<file path="src/rtl/i2c_rf_pkg.sv">
package i2c_rf_pkg;
  typedef enum logic [3:0] {
    ST_IDLE,
    ST_ADDR,
    ST_ADDR_ACK,
    ST_PTR,
    ST_PTR_ACK,
    ST_WDAT,
    ST_WDAT_ACK,
    ST_RDAT,
    ST_RDAT_ACK
  } rf_state_e;
endpackage

</file>
<file path="src/rtl/i2c_line_sync.sv">
module i2c_line_sync #(
  parameter int STAGES = 2
) (
  input  logic clk,
  input  logic rst,
  input  logic scl_i,
  input  logic sda_i,
  output logic scl_lvl,
  output logic sda_lvl,
  output logic scl_rise,
  output logic scl_fall,
  output logic start_det,
  output logic stop_det
);
  // STAGES synchronizer flops plus one history flop per line
  logic [STAGES:0] scl_pipe, sda_pipe;

  always_ff @(posedge clk) begin
    if (rst) begin
      scl_pipe <= '1;
      sda_pipe <= '1;
    end else begin
      scl_pipe <= {scl_pipe[STAGES-1:0], scl_i};
      sda_pipe <= {sda_pipe[STAGES-1:0], sda_i};
    end
  end

  logic scl_prev, sda_prev;
  assign scl_lvl  = scl_pipe[STAGES-1];
  assign sda_lvl  = sda_pipe[STAGES-1];
  assign scl_prev = scl_pipe[STAGES];
  assign sda_prev = sda_pipe[STAGES];

  assign scl_rise  = scl_lvl & ~scl_prev;
  assign scl_fall  = ~scl_lvl & scl_prev;
  assign start_det = scl_lvl & scl_prev & sda_prev & ~sda_lvl;
  assign stop_det  = scl_lvl & scl_prev & ~sda_prev & sda_lvl;
endmodule

</file>
<file path="src/rtl/i2c_reg_bank.sv">
module i2c_reg_bank #(
  parameter int AW = 8,
  parameter int DW = 8
) (
  input  logic          clk,
  input  logic          we,
  input  logic [AW-1:0] waddr,
  input  logic [DW-1:0] wdata,
  input  logic [AW-1:0] raddr,
  output logic [DW-1:0] rdata
);
  localparam int DEPTH = 1 << AW;

  logic [DW-1:0] mem [0:DEPTH-1];

  // single write port, registered read port: maps onto block RAM
  always_ff @(posedge clk) begin
    if (we) mem[waddr] <= wdata;
    rdata <= mem[raddr];
  end
endmodule

</file>
<file path="src/rtl/i2c_regfile_slave.sv">
module i2c_regfile_slave
  import i2c_rf_pkg::*;
#(
  parameter logic [6:0] DEV_ADDR  = 7'h40,
  parameter int         REG_AW    = 8,
  parameter int         DW        = 8,
  parameter int         SYNC_STGS = 2
) (
  input  logic clk,
  input  logic rst,
  input  logic scl_i,
  input  logic sda_i,
  output logic sda_oe
);
  localparam int CW = $clog2(DW + 1);
  localparam logic [CW-1:0] LAST_RX = CW'(DW);
  localparam logic [CW-1:0] LAST_TX = CW'(DW - 1);

  logic scl_lvl, sda_lvl, scl_rise, scl_fall, start_det, stop_det;

  i2c_line_sync #(.STAGES(SYNC_STGS)) u_sync (
    .clk(clk), .rst(rst), .scl_i(scl_i), .sda_i(sda_i),
    .scl_lvl(scl_lvl), .sda_lvl(sda_lvl),
    .scl_rise(scl_rise), .scl_fall(scl_fall),
    .start_det(start_det), .stop_det(stop_det)
  );

  rf_state_e         state;
  logic [CW-1:0]     cnt;
  logic [DW-1:0]     shreg, txreg, rd_data;
  logic [REG_AW-1:0] ptr;
  logic              rw, nack;

  logic rx_state, byte_in, bus_evt, wr_en;
  assign rx_state = (state == ST_ADDR) || (state == ST_PTR) || (state == ST_WDAT);
  assign byte_in  = (cnt == LAST_RX);
  assign bus_evt  = start_det | stop_det;
  assign wr_en    = scl_fall && !bus_evt && (state == ST_WDAT) && byte_in;

  i2c_reg_bank #(.AW(REG_AW), .DW(DW)) u_bank (
    .clk(clk), .we(wr_en), .waddr(ptr), .wdata(shreg),
    .raddr(ptr), .rdata(rd_data)
  );

  always_ff @(posedge clk) begin
    if (rst) begin
      state  <= ST_IDLE;
      cnt    <= '0;
      shreg  <= '0;
      txreg  <= '0;
      ptr    <= '0;
      rw     <= 1'b0;
      nack   <= 1'b0;
      sda_oe <= 1'b0;
    end else if (start_det) begin
      state  <= ST_ADDR;
      cnt    <= '0;
      sda_oe <= 1'b0;
    end else if (stop_det) begin
      state  <= ST_IDLE;
      sda_oe <= 1'b0;
    end else if (scl_rise) begin
      if (rx_state) begin
        shreg <= {shreg[DW-2:0], sda_lvl};
        cnt   <= cnt + 1'b1;
      end
      if (state == ST_RDAT_ACK) nack <= sda_lvl;
    end else if (scl_fall) begin
      case (state)
        ST_ADDR: if (byte_in) begin
          if (shreg[DW-1:1] == DEV_ADDR) begin
            rw     <= shreg[0];
            sda_oe <= 1'b1;
            state  <= ST_ADDR_ACK;
          end else begin
            state  <= ST_IDLE;
          end
        end
        ST_ADDR_ACK: begin
          cnt <= '0;
          if (rw) begin
            txreg  <= rd_data;
            sda_oe <= ~rd_data[DW-1];
            state  <= ST_RDAT;
          end else begin
            sda_oe <= 1'b0;
            state  <= ST_PTR;
          end
        end
        ST_PTR: if (byte_in) begin
          ptr    <= REG_AW'(shreg);
          sda_oe <= 1'b1;
          state  <= ST_PTR_ACK;
        end
        ST_WDAT: if (byte_in) begin
          ptr    <= ptr + 1'b1;
          sda_oe <= 1'b1;
          state  <= ST_WDAT_ACK;
        end
        ST_PTR_ACK, ST_WDAT_ACK: begin
          sda_oe <= 1'b0;
          cnt    <= '0;
          state  <= ST_WDAT;
        end
        ST_RDAT: begin
          if (cnt == LAST_TX) begin
            sda_oe <= 1'b0;
            ptr    <= ptr + 1'b1;
            state  <= ST_RDAT_ACK;
          end else begin
            txreg  <= {txreg[DW-2:0], 1'b0};
            sda_oe <= ~txreg[DW-2];
            cnt    <= cnt + 1'b1;
          end
        end
        ST_RDAT_ACK: begin
          if (nack) begin
            state <= ST_IDLE;
          end else begin
            txreg  <= rd_data;
            sda_oe <= ~rd_data[DW-1];
            cnt    <= '0;
            state  <= ST_RDAT;
          end
        end
        default: state <= ST_IDLE;
      endcase
    end
  end
endmodule

</file>
<file path="config.mk">
export PLATFORM = sky130hd
export DESIGN_NAME = i2c_regfile_slave
export DESIGN_NICKNAME = d
export VERILOG_FILES = /design/src/rtl/i2c_rf_pkg.sv /design/src/rtl/i2c_line_sync.sv /design/src/rtl/i2c_reg_bank.sv /design/src/rtl/i2c_regfile_slave.sv
export SDC_FILE = /design/constraint.sdc
export NUM_CORES = 2
export LEC_CHECK = 0
export BUFFER_PORTS_ARGS = -buffer_cell sky130_fd_sc_hd__buf_4
export CORE_MARGIN = 5
export CORE_UTILIZATION = 57
export DETAILED_ROUTE_END_ITERATION = 10
export GPL_TIMING_DRIVEN = 0
export PLACE_DENSITY = 0.75
export SYNTH_ARGS = -nofsm -noshare
export SYNTH_HDL_FRONTEND = slang
export SYNTH_SLANG_ARGS = --single-unit
</file>
<file path="constraint.sdc">
create_clock -name clk -period 4.5 [get_ports clk]
set_clock_uncertainty 0.15 [all_clocks]
set_input_delay 0.45 -clock clk [delete_from_list [all_inputs] [get_ports clk]]
set_output_delay 0.45 -clock clk [all_outputs]
set_load 0.02 [all_outputs]
</file>
==> flow_summary.ini <==
[routing]
firstDrtPassIters = 7
vias = 41660
wl_mm = 213.4
routed_via_density = 6.874
drc = 0
antenna_left = 0
drt_iter0_markers = 6747
wl_per_cell_um = 35.21

[timing]
final.period_utilization_pct = 103.6
holdWs_ps = 216.0
fin_ws_ps = -163.8
setup_viol = 187
rsz0062_at_grt = yes
worst_slew_pin_slew_ps = 1169
period_needed_ps = 4664
setup-tns-final_ps = -9326
max_freq_mhz = 214.4
hold_viol_final = 0
max_slew_margin_pct = 22.04
maxSlewViolCount = 0

[finish]
most-common-layout-cells = 2,048 x edfxtp_1, 512 x mux4_2, 258 x a22oi_1, 232 x nor2_1, 197 x clkbuf_16
layout-drive-gt1-share_pct = 24.29
layout.cells.non_filler = 6061
layout_commonest_cell = edfxtp_1
final_area_um2 = 90120
area_delta_synth_final_pct = 12.08
fin_nets = 4033

[placed_design]
placed_area_um2 = 83680
gp_congestion = 0.9670
port_buffers = 4
post-place-cells = 5699
place_hpwl_mm = 138.4

[pwr]
p_per_area_nw_per_um2 = 412.6
power.leakage_nw = 27.39
irDropWorstVdd_mv = 0.3325
total_power_mw = 37.18

[global_route]
grt_remaining_overflow = 0
grt_max_degree = 97
antenna_found_initial = 11
grt_usage_pct = 29.05
grt_pass1_wl_mm = 302.4
grt_pass1_vias = 41250

[cts]
cts_tree = done
clk_path_buf_depth = 3
clk_pin_slew_ps = 60
cts_buffers = 194
root_buffer = clkbuf_16
htree_num_levels = 4
clkSinkCount = 2096
clkLatencyLatePin_ps = 820
cts_setup_buffers = 0

[synthesis]
syn_area_um2 = 80400
avgSynthCellArea_um2 = 21.24
synthDistinctLibCells = 49
synthTopCellsByArea = edfxtp_1 76%, mux4_2 14%, a22oi_1 2.4%
synth-edff-count = 2048
yosysTopAreaCell = edfxtp_1
synth-async-reset-ratio_pct = 0
synthCells = 3786
synth_seq_cells = 2096
synth_warnings = 0
synth_fp_nets = 3799
synth_top_area_share_pct = 76.49
ys.flop_type = edfxtp_1
synth-seq-area-share_pct = 77.69

[outcome]
violations = setup timing
status = finished with violations

[worst_setup_path]
path_class = register to register
cp.required_ps = 4790
crit_arrival_ps = 4950
end_kind = register
reg2reg_setup_slack_ps = -160
start_kind = register
path_max_fanout = 10

[die]
ios = 5
initial_core_util_pct = 57.48
die_h_um = 385.6
coreArea_um2 = 139900
fp-row-count = 137
die-area_um2 = 148700
die_w_um = 385.6

[worst_hold_path]
min_path_type = primary input to register

[run]
cap_violations = 0
[layer usage]
layer,global-route usage (%),wire length [um]
met5,0,22
met1,38.20,73200
met4,14.55,12400
met3,10.04,28290
met2,43.87,99520
[synth_stat cells, types with 5 or more instances]
cell type and instances:
buf_1 18, a311oi_1 8, nor2b_1 6, or2_2 7, buf_2 50, nor3_1 8, inv_1 11, o21ai_0 11
nand3_1 10, clkbuf_1 154, a22oi_1 258, buf_4 5, buf_6 13, edfxtp_1 2048, a21oi_1 148, nand2_1 62
ha_1 9, o41ai_1 33, mux2i_1 12, nand4_1 10, dfxtp_1 48, mux4_2 512, a211oi_1 5, nor2_1 298
[per-stage QoR]
step,setup slack (ps),utilization [%]
after detailed placement,-1093,59.83
after global routing,-68.37,64.41
after floorplan,43.08,-
final,-163.8,64.43
after global placement,-3895,59.19
after CTS,-58.08,64.37
[cell type report]
class	count	area (um2)
Tap cell	1876	2347
Buffer	237	1130
Clock buffer	252	5226
Inverter	11	41.29
Antenna cell	7	17.52
Sequential cell	2096	62490
Multi-Input combinational cell	1439	17030
Fill cell	8903	49760
Timing Repair Buffer	41	930.9
Clock inverter	102	905.9
[sequential cells by signal (all words and copies together), names as in the netlist]
register	cells
shreg	8
state	4
u_bank.mem	2048
rw	1
sda_oe	1
cnt	4
nack	1
u_bank.rdata	8
u_sync.sda_pipe	3
txreg	7
ptr	8
u_sync.scl_pipe	3
[timing repair]
| item | 4_1_cts | 5_1_grt |
|---|---|---|
| pin swaps | 0 | 0 |
| endpoints found under the hold margin | 12 | 0 |
| endpoints found under the setup margin | 2008 | 230 |
| hold buffers | 3 | 0 |
| resized for setup | 81 | 19 |
[critical path: stages (launching register included)]
cell and delay (ps):
dfxtp_1 500, and2_1 180, clkbuf_1 490, clkbuf_2 530, clkbuf_2 480, nand2_2 500
clkbuf_2 480, buf_16 280, nor2_1 620
[power by group]
group	internal [mW]	total [mW]	switching [mW]	leakage, nW
clock network	8.98	16.0	7.06	3.02
registers	21.1	21.1	0.00435	19.4
logic	0.0193	0.0547	0.0354	5.01
total	30.1	37.2	7.10	27.4
[kinds of logic (layout without fill, tap and decap cells)]
family | Yosys count | after routing | synth area share [%]
other cells | 0 | 7 | 0
compound gates | 479 | 479 | 4.066
fa+ha+maj | 9 | 9 | 0.1401
flops | 2096 | 2096 | 77.69
buf+inv | 251 | 643 | 1.394
mux | 524 | 524 | 14.49
xor+xnor | 4 | 4 | 0.04358
simple gates | 423 | 423 | 2.177
[path summary, 6_finish.rpt]
check	endpoint	depth (start not counted)	startpoint
worst min register to register	u_sync.scl_pipe[1]	1	u_sync.scl_pipe[0]
worst min-delay path	u_sync.scl_pipe[0]	3	scl_i
worst max register to register	u_bank.mem[205][1]	8	ptr[2]
worst max-delay path	u_bank.mem[205][1]	8	ptr[2]
Note: power is estimated with default switching activity, not from simulation.
